===== config.mk =====
export PLATFORM = sky130hd
export DESIGN_NAME = cmd_line_framer
export DESIGN_NICKNAME = d
export VERILOG_FILES = /design/src/rtl/cmdf_pkg.sv /design/src/rtl/cmdf_tx.sv /design/src/rtl/cmdf_rx.sv /design/src/rtl/cmd_line_framer.sv
export SDC_FILE = /design/constraint.sdc
export NUM_CORES = 1
export LEC_CHECK = 0
export ABC_CLOCK_PERIOD_IN_PS = 2000
export BUFFER_PORTS_ARGS = -buffer_cell sky130_fd_sc_hd__buf_2
export CAP_MARGIN = 40
export CORE_MARGIN = 8
export CORE_UTILIZATION = 50
export CTS_CLUSTER_DIAMETER = 40
export DETAILED_ROUTE_END_ITERATION = 6
export PLACE_DENSITY = 0.87
export SLEW_MARGIN = 25
export SYNTH_ARGS = -nofsm -noshare
export SYNTH_HDL_FRONTEND = slang
export SYNTH_SLANG_ARGS = --single-unit

===== constraint.sdc =====
create_clock -name clk -period 2 [get_ports clk]
set_clock_uncertainty 0.1 [all_clocks]
set_input_delay 0.4 -clock clk [delete_from_list [all_inputs] [get_ports clk]]
set_output_delay 0.4 -clock clk [all_outputs]
set_load 0.05 [all_outputs]

===== src/rtl/cmdf_pkg.sv =====
// Shared constants and the CRC step for the command line framer.
// Assumes a 7-bit CRC fed one bit at a time, most significant bit first.
package cmdf_pkg;
    localparam int CRC_W = 7;
    localparam logic [CRC_W-1:0] CRC_POLY = 7'h09;

    // Advance the CRC register by one data bit
    function automatic logic [CRC_W-1:0] crc_step(input logic [CRC_W-1:0] c, input logic d);
        logic fb;
        fb = c[CRC_W-1] ^ d;
        return {c[CRC_W-2:0], 1'b0} ^ (fb ? CRC_POLY : '0);
    endfunction
endpackage


===== src/rtl/cmdf_tx.sv =====
// Transmit shifter: loads a header, then on each bit enable drives one token
// bit (header, running CRC, end bit). On the enable after the last bit it
// releases the line and raises a one-cycle finish indication (combinational).
// Assumes load is only asserted while the shifter is idle.
module cmdf_tx
    import cmdf_pkg::*;
#(
    parameter int IDX_W = 6,
    parameter int ARG_W = 32
) (
    input  logic             clk,
    input  logic             rst_n,
    input  logic             bit_en,
    input  logic             load,
    input  logic [IDX_W-1:0] idx,
    input  logic [ARG_W-1:0] arg,
    output logic             busy,
    output logic             finish,
    output logic             line_out,
    output logic             line_oe
);
    localparam int HDR_W = 2 + IDX_W + ARG_W;
    localparam int TOK_W = HDR_W + CRC_W + 1;
    localparam int CNT_W = $clog2(TOK_W + 1);
    localparam logic [CNT_W-1:0] CNT_HDR = CNT_W'(HDR_W);
    localparam logic [CNT_W-1:0] CNT_CRC = CNT_W'(HDR_W + CRC_W);
    localparam logic [CNT_W-1:0] CNT_TOK = CNT_W'(TOK_W);

    logic [HDR_W-1:0] hdr_q;
    logic [CRC_W-1:0] crc_q;
    logic [CNT_W-1:0] cnt_q;
    logic             busy_q;

    // Finish happens on the enable after the last token bit
    assign finish = busy_q && bit_en && (cnt_q == CNT_TOK);
    assign busy   = busy_q;

    // Load, shift out and release the line
    always_ff @(posedge clk) begin
        if (!rst_n) begin
            hdr_q    <= '0;
            crc_q    <= '0;
            cnt_q    <= '0;
            busy_q   <= 1'b0;
            line_out <= 1'b1;
            line_oe  <= 1'b0;
        end else if (load && !busy_q) begin
            hdr_q  <= {1'b0, 1'b1, idx, arg};
            crc_q  <= '0;
            cnt_q  <= '0;
            busy_q <= 1'b1;
        end else if (busy_q && bit_en) begin
            if (cnt_q == CNT_TOK) begin
                busy_q   <= 1'b0;
                line_oe  <= 1'b0;
                line_out <= 1'b1;
            end else begin
                line_oe <= 1'b1;
                cnt_q   <= cnt_q + 1'b1;
                if (cnt_q < CNT_HDR) begin
                    line_out <= hdr_q[HDR_W-1];
                    hdr_q    <= {hdr_q[HDR_W-2:0], 1'b0};
                    crc_q    <= crc_step(crc_q, hdr_q[HDR_W-1]);
                end else if (cnt_q < CNT_CRC) begin
                    line_out <= crc_q[CRC_W-1];
                    crc_q    <= {crc_q[CRC_W-2:0], 1'b0};
                end else begin
                    line_out <= 1'b1;
                end
            end
        end
    end
endmodule


===== src/rtl/cmdf_rx.sv =====
// Reply receiver: after start, samples the line on each bit enable, waits up
// to TIMEOUT_TICKS enables for a 0 start bit, then captures a short or long
// token and reports it with framing, CRC and timeout flags in one pulse.
// Assumes the line idles high while released.
module cmdf_rx
    import cmdf_pkg::*;
#(
    parameter int SHORT_BITS    = 48,
    parameter int LONG_BITS     = 136,
    parameter int CRC_SPAN      = 40,
    parameter int TIMEOUT_TICKS = 64
) (
    input  logic                 clk,
    input  logic                 rst_n,
    input  logic                 bit_en,
    input  logic                 start,
    input  logic                 long_sel,
    input  logic                 line_in,
    output logic                 busy,
    output logic                 rsp_valid,
    output logic [LONG_BITS-1:0] rsp_bits,
    output logic                 rsp_long,
    output logic                 rsp_timeout,
    output logic                 rsp_crc_err,
    output logic                 rsp_frame_err
);
    localparam int BC_W = $clog2(LONG_BITS + 1);
    localparam int TO_W = $clog2(TIMEOUT_TICKS + 1);
    localparam logic [BC_W-1:0] LAST_SHORT = BC_W'(SHORT_BITS - 1);
    localparam logic [BC_W-1:0] LAST_LONG  = BC_W'(LONG_BITS - 1);
    localparam logic [BC_W-1:0] BC_SPAN    = BC_W'(CRC_SPAN);
    localparam logic [TO_W-1:0] TO_LAST    = TO_W'(TIMEOUT_TICKS - 1);

    typedef enum logic [1:0] {RX_IDLE, RX_WAIT, RX_CAPT} rx_state_e;

    rx_state_e      st_q;
    logic [TO_W-1:0] wait_q;
    logic [BC_W-1:0] bit_q;
    logic [CRC_W-1:0] crc_q;
    logic            long_q;
    logic [BC_W-1:0] last_bit;

    assign last_bit = long_q ? LAST_LONG : LAST_SHORT;
    assign busy     = (st_q != RX_IDLE);
    assign rsp_long = long_q;

    // Wait for the start bit, capture the token and report it
    always_ff @(posedge clk) begin
        if (!rst_n) begin
            st_q          <= RX_IDLE;
            wait_q        <= '0;
            bit_q         <= '0;
            crc_q         <= '0;
            long_q        <= 1'b0;
            rsp_valid     <= 1'b0;
            rsp_bits      <= '0;
            rsp_timeout   <= 1'b0;
            rsp_crc_err   <= 1'b0;
            rsp_frame_err <= 1'b0;
        end else begin
            rsp_valid <= 1'b0;
            case (st_q)
                RX_IDLE: if (start) begin
                    st_q   <= RX_WAIT;
                    wait_q <= '0;
                    long_q <= long_sel;
                end
                RX_WAIT: if (bit_en) begin
                    if (!line_in) begin
                        st_q          <= RX_CAPT;
                        rsp_bits      <= '0;
                        bit_q         <= BC_W'(1);
                        crc_q         <= crc_step('0, 1'b0);
                        rsp_timeout   <= 1'b0;
                        rsp_crc_err   <= 1'b0;
                        rsp_frame_err <= 1'b0;
                    end else if (wait_q == TO_LAST) begin
                        st_q          <= RX_IDLE;
                        rsp_valid     <= 1'b1;
                        rsp_bits      <= '0;
                        rsp_timeout   <= 1'b1;
                        rsp_crc_err   <= 1'b0;
                        rsp_frame_err <= 1'b0;
                    end else begin
                        wait_q <= wait_q + 1'b1;
                    end
                end
                RX_CAPT: if (bit_en) begin
                    rsp_bits <= {rsp_bits[LONG_BITS-2:0], line_in};
                    bit_q    <= bit_q + 1'b1;
                    if (bit_q < BC_SPAN) begin
                        crc_q <= crc_step(crc_q, line_in);
                    end
                    if (bit_q == last_bit) begin
                        st_q          <= RX_IDLE;
                        rsp_valid     <= 1'b1;
                        rsp_frame_err <= !line_in;
                        rsp_crc_err   <= !long_q && (crc_q != rsp_bits[CRC_W-1:0]);
                    end
                end
                default: st_q <= RX_IDLE;
            endcase
        end
    end
endmodule


===== src/rtl/cmd_line_framer.sv =====
// Top of the command line framer: accepts a request, sends the command token
// through the transmit shifter, then hands the line to the receiver when a
// reply is expected. Assumes bit_en is a single-clock pulse per bit time.
module cmd_line_framer
    import cmdf_pkg::*;
#(
    parameter int IDX_W         = 6,
    parameter int ARG_W         = 32,
    parameter int SHORT_BITS    = 48,
    parameter int LONG_BITS     = 136,
    parameter int TIMEOUT_TICKS = 64
) (
    input  logic                 clk,
    input  logic                 rst_n,
    input  logic                 bit_en,
    input  logic                 req_valid,
    output logic                 req_ready,
    input  logic [IDX_W-1:0]     req_index,
    input  logic [ARG_W-1:0]     req_arg,
    input  logic [1:0]           req_rsp,
    input  logic                 line_in,
    output logic                 line_out,
    output logic                 line_oe,
    output logic                 rsp_valid,
    output logic [LONG_BITS-1:0] rsp_bits,
    output logic                 rsp_long,
    output logic                 rsp_timeout,
    output logic                 rsp_crc_err,
    output logic                 rsp_frame_err
);
    localparam int CRC_SPAN = 2 + IDX_W + ARG_W;

    logic       accept;
    logic       tx_busy;
    logic       tx_finish;
    logic       rx_busy;
    logic       rx_start;
    logic [1:0] kind_q;

    assign req_ready = !tx_busy && !rx_busy;
    assign accept    = req_valid && req_ready;
    assign rx_start  = tx_finish && (kind_q != 2'b00);

    // Remember the expected reply kind for the accepted command
    always_ff @(posedge clk) begin
        if (!rst_n) begin
            kind_q <= 2'b00;
        end else if (accept) begin
            kind_q <= req_rsp;
        end
    end

    cmdf_tx #(.IDX_W(IDX_W), .ARG_W(ARG_W)) u_tx (
        .clk      (clk),
        .rst_n    (rst_n),
        .bit_en   (bit_en),
        .load     (accept),
        .idx      (req_index),
        .arg      (req_arg),
        .busy     (tx_busy),
        .finish   (tx_finish),
        .line_out (line_out),
        .line_oe  (line_oe)
    );

    cmdf_rx #(
        .SHORT_BITS(SHORT_BITS), .LONG_BITS(LONG_BITS),
        .CRC_SPAN(CRC_SPAN), .TIMEOUT_TICKS(TIMEOUT_TICKS)
    ) u_rx (
        .clk           (clk),
        .rst_n         (rst_n),
        .bit_en        (bit_en),
        .start         (rx_start),
        .long_sel      (kind_q[1]),
        .line_in       (line_in),
        .busy          (rx_busy),
        .rsp_valid     (rsp_valid),
        .rsp_bits      (rsp_bits),
        .rsp_long      (rsp_long),
        .rsp_timeout   (rsp_timeout),
        .rsp_crc_err   (rsp_crc_err),
        .rsp_frame_err (rsp_frame_err)
    );
endmodule


Word level (Yosys, flattened, before mapping):

Index checks and enable logic that the tools add are counted.

* output and inout port bits: 144
* memories kept: 0
* latch bits: 0
* input bits: 45
* memory bits (writable): 0
* bits in read-only memories: 0
* logic and storage cells: 142
* bits in registers: 223

* divide/modulo/power cells: 0
* add/sub/neg operators: 3
* reduce and logical (&&, ||, !) cells: 35
* multiplexer cells: 59
* bitwise gates (word level): 7
* multipliers: 0
* eq/ne operators: 17
* $lt $le $gt $ge: 3
* shifts and indexed selects: 0

Operators with widths (number)
* two-way mux 136 bit: 4
* one-hot mux 136 bit (2 select lines): 1
* two-way mux 39 bit: 4
* two-way mux 7 bit: 10
* two-way mux 8 bit: 4
* one-hot mux 7 bit (2 select lines): 2
* two-way mux 1 bit: 21
* AND reduction 5 bit: 4
* one-hot mux 8 bit (2 select lines): 1
* nonzero test 2 bit: 8
* inequality test 2 bit, second input constant: 7
* XOR 7 bit: 2
* < comparator 6 bit, second input constant: 2
* two-way mux 2 bit: 6
* AND reduction 3 bit: 4
* adder 8 x 1 -> 8 bit, second input constant: 1
* equality test 8 bit: 1
* < comparator 8 x 6 -> 1 bit, second input constant: 1
* two-way mux 4 bit: 2
* AND reduction 2 bit: 4
* AND reduction 4 bit: 2
* adder 7 x 1 -> 7 bit, second input constant: 1
* equality test 7 x 6 -> 1 bit, second input constant: 1
* logical AND 1 bit: 7
* 14 further kinds: 24

Longest topological paths before layout:

* word-level depth: 7
* depth in mapped cells: 10
* gate-level depth less buffers: 7

Modules after synthesis:

A second synthesis with hierarchy kept.

* cell total of the unflattened synthesis: 1101
* area total of the unflattened synthesis: 9783.1 µm²

By module, submodules not included
* cmdf_rx: area each 7093.1 µm², sequential area each 3303.2 µm², cells each 830, times used 1
* cmdf_tx: area each 2585.0 µm², sequential area each 1121.1 µm², cells each 260, times used 1
* cmd_line_framer: area each 105.1 µm², sequential area each 40.0 µm², cells each 11, times used 1

Least setup slack after synthesis:

No wires, ideal clock.

* path kind: register -> register
* start: register u_rx.st_q[0]
* end: register u_tx.hdr_q[19]
* buffers on the path: 2
* stages on the path, launching flop included: 9
* setup time: 0.116 ns
* clock period less this slack: 2.468 ns
* arrival: 2.251 ns
* required time: 1.784 ns
* setup slack: -0.468 ns
* cell sequence: dfxtp_1 inv_1 ha_1 inv_1 nor2_1 nand2_1 clkbuf_1 clkbuf_1 o211a_1

* longest elaborated chain between the ends: 7
* elaborated cells between the ends (all ways): 10
* classes of those cells: eq/ne: 1; mux: 1; reduce/logical: 8

RTL lines
* start, declared: RTL line cmdf_rx.sv:36 `rx_state_e st_q;`
* start signal, assigned: RTL line cmdf_rx.sv:50 `st_q <= RX_IDLE;`
* start signal, assigned: RTL line cmdf_rx.sv:64 `st_q <= RX_WAIT;`
* start signal, assigned: RTL line cmdf_rx.sv:70 `st_q <= RX_CAPT;`
* nonzero test 2 bit (*): RTL line cmdf_rx.sv:44 `assign busy = (st_q != RX_IDLE);`
* zero test 1 bit (*): RTL line cmd_line_framer.sv:40 `assign req_ready = !tx_busy && !rx_busy;`
* logical AND 1 bit (*): RTL line cmd_line_framer.sv:40
* net req_ready: RTL line cmd_line_framer.sv:17 `output logic req_ready,`
* logical AND 1 bit (*): RTL line cmd_line_framer.sv:41 `assign accept = req_valid && req_ready;`
* logical AND 1 bit (*): RTL line cmdf_tx.sv:47 `end else if (load && !busy_q) begin`
* inequality test 2 bit (no line) or nonzero test 2 bit (tied branches)
* AND reduction 3 bit (no line)
* end signal, assigned: RTL line cmdf_tx.sv:48 `hdr_q <= {1'b0, 1'b1, idx, arg};`
* end signal, assigned: RTL line cmdf_tx.sv:62 `hdr_q <= {hdr_q[HDR_W-2:0], 1'b0};`
* end, declared: RTL line cmdf_tx.sv:29 `logic [HDR_W-1:0] hdr_q;`

The timed path passes the listed nets; every way through them passes the cells marked *.
A chain may end at the register's enable or synchronous reset.

Worst setup path in the final report:

* start: register u_rx.st_q[1]
* end: output req_ready

* longest elaborated chain between the ends: 3

RTL lines (RTL line)
* nonzero test 2 bit: cmdf_rx.sv:44
* zero test 1 bit: cmd_line_framer.sv:40
* logical AND 1 bit: cmd_line_framer.sv:40
* end, declared: cmd_line_framer.sv:17

No other way between the ends.

==> impl_summary.md <==
Synth
After synthesis, the netlist uses 49 different library cells. The post-synthesis mux area share is 5.20%. The mapped netlist covers 9430 um^2. The number of synthesized flops with an enable pin is 0. The warning count from the yosys run is 0.

Summing the areas of all xor and xnor instances in the mapped netlist gives 2.04% of the synthesized area. In the post-synthesis netlist, the biggest area contributors are sky130_fd_sc_hd__dfxtp_1 (47%), sky130_fd_sc_hd__a21boi_0 (8.5%), sky130_fd_sc_hd__nand3_1 (8.2%). The prevailing post-synth register cell is sky130_fd_sc_hd__dfxtp_1. The simple-gate share of the synthesized area is 21.0%. The dominant combinational cell family by area after synthesis is simple AND/OR/NAND/NOR gates.

The number of cells produced by synthesis is 1057. The post-synthesis net count is 1109. Summed over its instances, the top area cell type makes up 47.4% of the synthesized netlist area. Each instance of the synthesized netlist takes up on average 8.92 um^2. The adder and majority gate portion of the synthesized area is 0.929%.

For this run, asynchronously set or reset flops after synthesis account for 0%. The sequential fraction of the synthesis area is 47.4%. The number of flip-flops and latches in the synthesized netlist is 223. The library cell with the largest summed area after synthesis is sky130_fd_sc_hd__dfxtp_1. The post-synthesis compound-gate area fraction is 19.0%.

Routing
Dividing the detail-routed via count by the number of cells gives 5.46. The number of detailed-route iterations in the first pass is 4. The number of nets with antenna violations after detailed routing is 0. The total wire length is 24500 um. In the final routed layout, each cell accounts on average for 15.9 um. The total vias in the final route is 8394.

After the first detailed-routing iteration, the DRC count stood at 434. The remaining routing DRC violations is 0.

Global routing
Global routing finished with a remaining overflow of 0. The maximum number of pins on one net before global-route repair is 135. The overall fraction of global-route tracks in use is 19.3%. The number of antenna violations at the first check in global routing came to 2. The wire length of the first global-routing pass is 39300 um.

The number of global-route vias before repair is 8068.

Floorplanning
For this configuration, the core starts out at a cell density of 50.7%. The die covers 23500 um^2. The count of pins on the block boundary is 189.

Measured along the y axis, the die boundary spans 153 um. The width of the die is 153 um. The number of core rows is 50.

The region available for standard cell placement spans 18600 um^2.

Worst setup path
For this design, the slowest cell found on the critical path is sky130_fd_sc_hd__dfxtp_2. The worst setup path is launched from a flip-flop. Counting cells, the worst reg-to-reg path comes to 8. Walking the worst path, the cells encountered are inv_2 -> ha_4 -> inv_1 -> nor2_4 -> buf_8. The data arrival time at the worst-slack endpoint is 1440 ps. The maximum fanout count along the critical path is 3. The worst register-to-register path begins at u_rx.wait_q[0].

The worst reg2reg path endpoint is u_rx.rsp_bits[48]. For this run, the slowest stage of the critical path takes 360 ps. The worst setup path category is flip-flop to output port. The worst endpoint required time is 1500 ps. The setup check on the worst reg-to-reg path leaves a slack of 60 ps. The critical path capture point type is an output port.

Hold path
The path class of the tightest hold or removal check is input port to flip-flop. The destination of the worst hold path is u_tx.hdr_q[10]. The worst hold path stage count is 2. The source of the worst hold timing path is req_arg[10].

Timing
At the pin with the least slew margin, the transition time is 568 ps. Dividing the final minimum period by the clock period gives 97.2%. The relative slew slack is 62.2%. For this run, the top clock speed supported by timing is 514 MHz. The hold violation total from the final report came to 0. The minimum clock period after layout is 1940 ps.

The final count of pins violating max slew was 0. The worst setup slack after layout is 55.7 ps. The final setup violation count is 0. The final-layout setup total negative slack is 0 ps. Final hold analysis gives a worst-case slack of 29.6 ps.

Layout
In the final layout, the share of cells above drive strength 1 is 24.9%. For this run, the post-layout net count is 1332. Relative to the synthesized area, the layout overhead comes to 32.7%. The post-layout instance count excluding filler cells is 1537.

Cells fill 67.3% of the core in the end. The filler cell count is 1407.

Placement
The number of placed instances, taps included is 1442. Input and output buffers added on the ports amount to 188. The placed wire-length estimate after detailed placement is 15300 um. The last weighted congestion value of the routability-driven placer is 0.813. Before CTS, the worst setup slack after placement is -55.6 ps.

Clocking
The number of buffers inserted during clock tree synthesis is 30. For the worst-skew pair, the clock arrives at the later sink with an insertion delay of 540 ps. The number of sinks driven by the clock tree is 223. The clock transition time at the flip-flop clock pins of the worst setup and hold paths is 60 ps. The total number of H-tree levels is 1. The buffer levels on the longest clock path is 3. TritonCTS built the clock tree.

The tree is rooted in a sky130_fd_sc_hd__clkbuf_16.

Pwr
In this run the static leakage power is 0.00564 uW. The power density normalized to cell area is 873 nW/um^2. The maximum resistive drop on vdd is 0.684 mV.

Run status
The run finished with clean final reports.

Job
The tool flagged a number of max-cap violations equal to 0.
==> final cells by class <==
cell class	instances	area (um^2)	share of cell area (%)
Inverter	7	28.8	0.230
Multi-Input combinational cell	740	4630	37.0
Antenna cell	1	2.50	0.0200
Tap cell	234	293	2.34
Timing Repair Buffer	278	1980	15.8
Sequential cell	223	4470	35.7
Clock inverter	15	250	2.00
Clock buffer	39	856	6.84
==> per-stage QoR <==
| step | power (uW) | cell area (um^2) |
|---|---|---|
| 6_report | 10900 | 12500 |
| 5_1_grt | 11300 | 12500 |
| 4_1_cts | 11000 | 12400 |
| 3_5_place_dp | 5140 | 10900 |
| 3_3_place_gp | 5130 | 10900 |
| 2_1_floorplan | 4990 | 9430 |
==> worst max-delay path: cells and delay by family, from the launching register on <==
| kind | cells | cell delay [ps] |
|---|---|---|
| buf+inv | 3 | 330 |
| fa+ha+maj | 1 | 160 |
| flops | 1 | 360 |
| simple gates | 1 | 60 |
==> kinds of logic after synthesis <==
kind of cell	Yosys count
compound gates	230
xor+xnor	22
fa+ha+maj	7
buf+inv	94
flops	223
mux	49
simple gates	432
==> cell usage in the layout, fill, tap and decap left out, types with 11 or more instances in the layout <==
cell type / synthesis / layout
sky130_fd_sc_hd__o21ai_0: 12 / 11
sky130_fd_sc_hd__dlygate4sd3_1: 0 / 32
sky130_fd_sc_hd__o211a_1: 38 / 38
sky130_fd_sc_hd__dfxtp_1: 223 / 219
sky130_fd_sc_hd__a21boi_0: 107 / 79
sky130_fd_sc_hd__nand2_1: 198 / 196
sky130_fd_sc_hd__xor2_1: 20 / 20
sky130_fd_sc_hd__mux2i_1: 49 / 49
sky130_fd_sc_hd__buf_2: 31 / 186
sky130_fd_sc_hd__a21oi_1: 11 / 11
sky130_fd_sc_hd__nand3_1: 155 / 155
sky130_fd_sc_hd__nor2_1: 26 / 25
sky130_fd_sc_hd__buf_12: 0 / 13
sky130_fd_sc_hd__a21boi_1: 40 / 67
sky130_fd_sc_hd__clkbuf_16: 0 / 34
sky130_fd_sc_hd__buf_4: 6 / 39
==> cells in the mapped netlist, types with 2 or more instances <==
library cell and n:
sky130_fd_sc_hd__a31oi_1 2, sky130_fd_sc_hd__nor3_1 3, sky130_fd_sc_hd__nand2_1 198, sky130_fd_sc_hd__nand4_1 6, sky130_fd_sc_hd__mux2i_1 49, sky130_fd_sc_hd__and4bb_2 2
sky130_fd_sc_hd__and2_1 7, sky130_fd_sc_hd__buf_2 31, sky130_fd_sc_hd__clkbuf_1 35, sky130_fd_sc_hd__nor2b_1 8, sky130_fd_sc_hd__and4b_1 2, sky130_fd_sc_hd__o21ai_0 12
sky130_fd_sc_hd__nand2b_1 9, sky130_fd_sc_hd__a21boi_0 107, sky130_fd_sc_hd__buf_4 6, sky130_fd_sc_hd__inv_1 7, sky130_fd_sc_hd__a21oi_1 11, sky130_fd_sc_hd__nand3_1 155
sky130_fd_sc_hd__and3b_1 2, sky130_fd_sc_hd__a21boi_1 40, sky130_fd_sc_hd__xnor2_1 2, sky130_fd_sc_hd__and3_1 6, sky130_fd_sc_hd__ha_1 7, sky130_fd_sc_hd__dfxtp_1 223
sky130_fd_sc_hd__o211a_1 38, sky130_fd_sc_hd__nor3b_1 2, sky130_fd_sc_hd__a21oi_2 2, sky130_fd_sc_hd__xor2_1 20, sky130_fd_sc_hd__a211oi_1 3, sky130_fd_sc_hd__buf_1 15
sky130_fd_sc_hd__nor4bb_1 2, sky130_fd_sc_hd__nor2_1 26, sky130_fd_sc_hd__a32o_1 3
==> registers in the layout, indices dropped and copies added, names as in the netlist <==
name / cells
u_rx.rsp_bits: 136
u_tx.hdr_q: 40
u_rx.bit_q: 8
u_rx.crc_q: 7
u_rx.wait_q: 7
u_tx.crc_q: 7
u_tx.cnt_q: 6
kind_q: 2
u_rx.st_q: 2
u_rx.rsp_crc_err: 1
u_rx.rsp_frame_err: 1
u_rx.rsp_long: 1
u_rx.rsp_timeout: 1
u_rx.rsp_valid: 1
u_tx.busy: 1
u_tx.line_oe: 1
u_tx.line_out: 1
==> metal layers <==
layer | part of all wire (%) | vias to the layer above | global-route usage [%]
met5 | 0.041 | - | 0
met4 | 2.0 | 2 | 6.22
met3 | 6.9 | 46 | 4.96
met2 | 50 | 263 | 33.8
met1 | 41 | 3958 | 22.7
li1 | - | 4125 | -
==> repair_timing <==
action | CTS | global route
endpoints found under the setup margin | 12 | 132
pin swaps | 2 | 8
buffers inserted | 4 | 1
cloned | 0 | 3
endpoints found under the hold margin | 32 | 0
gates resized for setup | 11 | 43
hold buffers | 32 | 0
==> how the worst max path moves through the flow <==
stage / from / to / slack [ps] / cells after the start
after detailed placement: bit_en / u_rx.rsp_bits[38] / -60 / 7
after floorplan: u_rx.st_q[0] / u_tx.hdr_q[19] / 30 / 8
after global placement: u_rx.wait_q[0] / u_rx.rsp_bits[28] / 90 / 7
after global routing: u_rx.bit_q[1] / u_rx.st_q[1] / -10 / 7
after CTS: u_rx.st_q[0] / req_ready / 10 / 5
final: u_rx.st_q[1] / req_ready / 60 / 5
==> power by group <==
| group | internal, uW | switching (uW) |
|---|---|---|
| Sequential | 4520 | 46.3 |
| Clock | 3790 | 2000 |
| Combinational | 287 | 267 |
| Total | 8600 | 2310 |
Power figures use the tool's default switching activity.
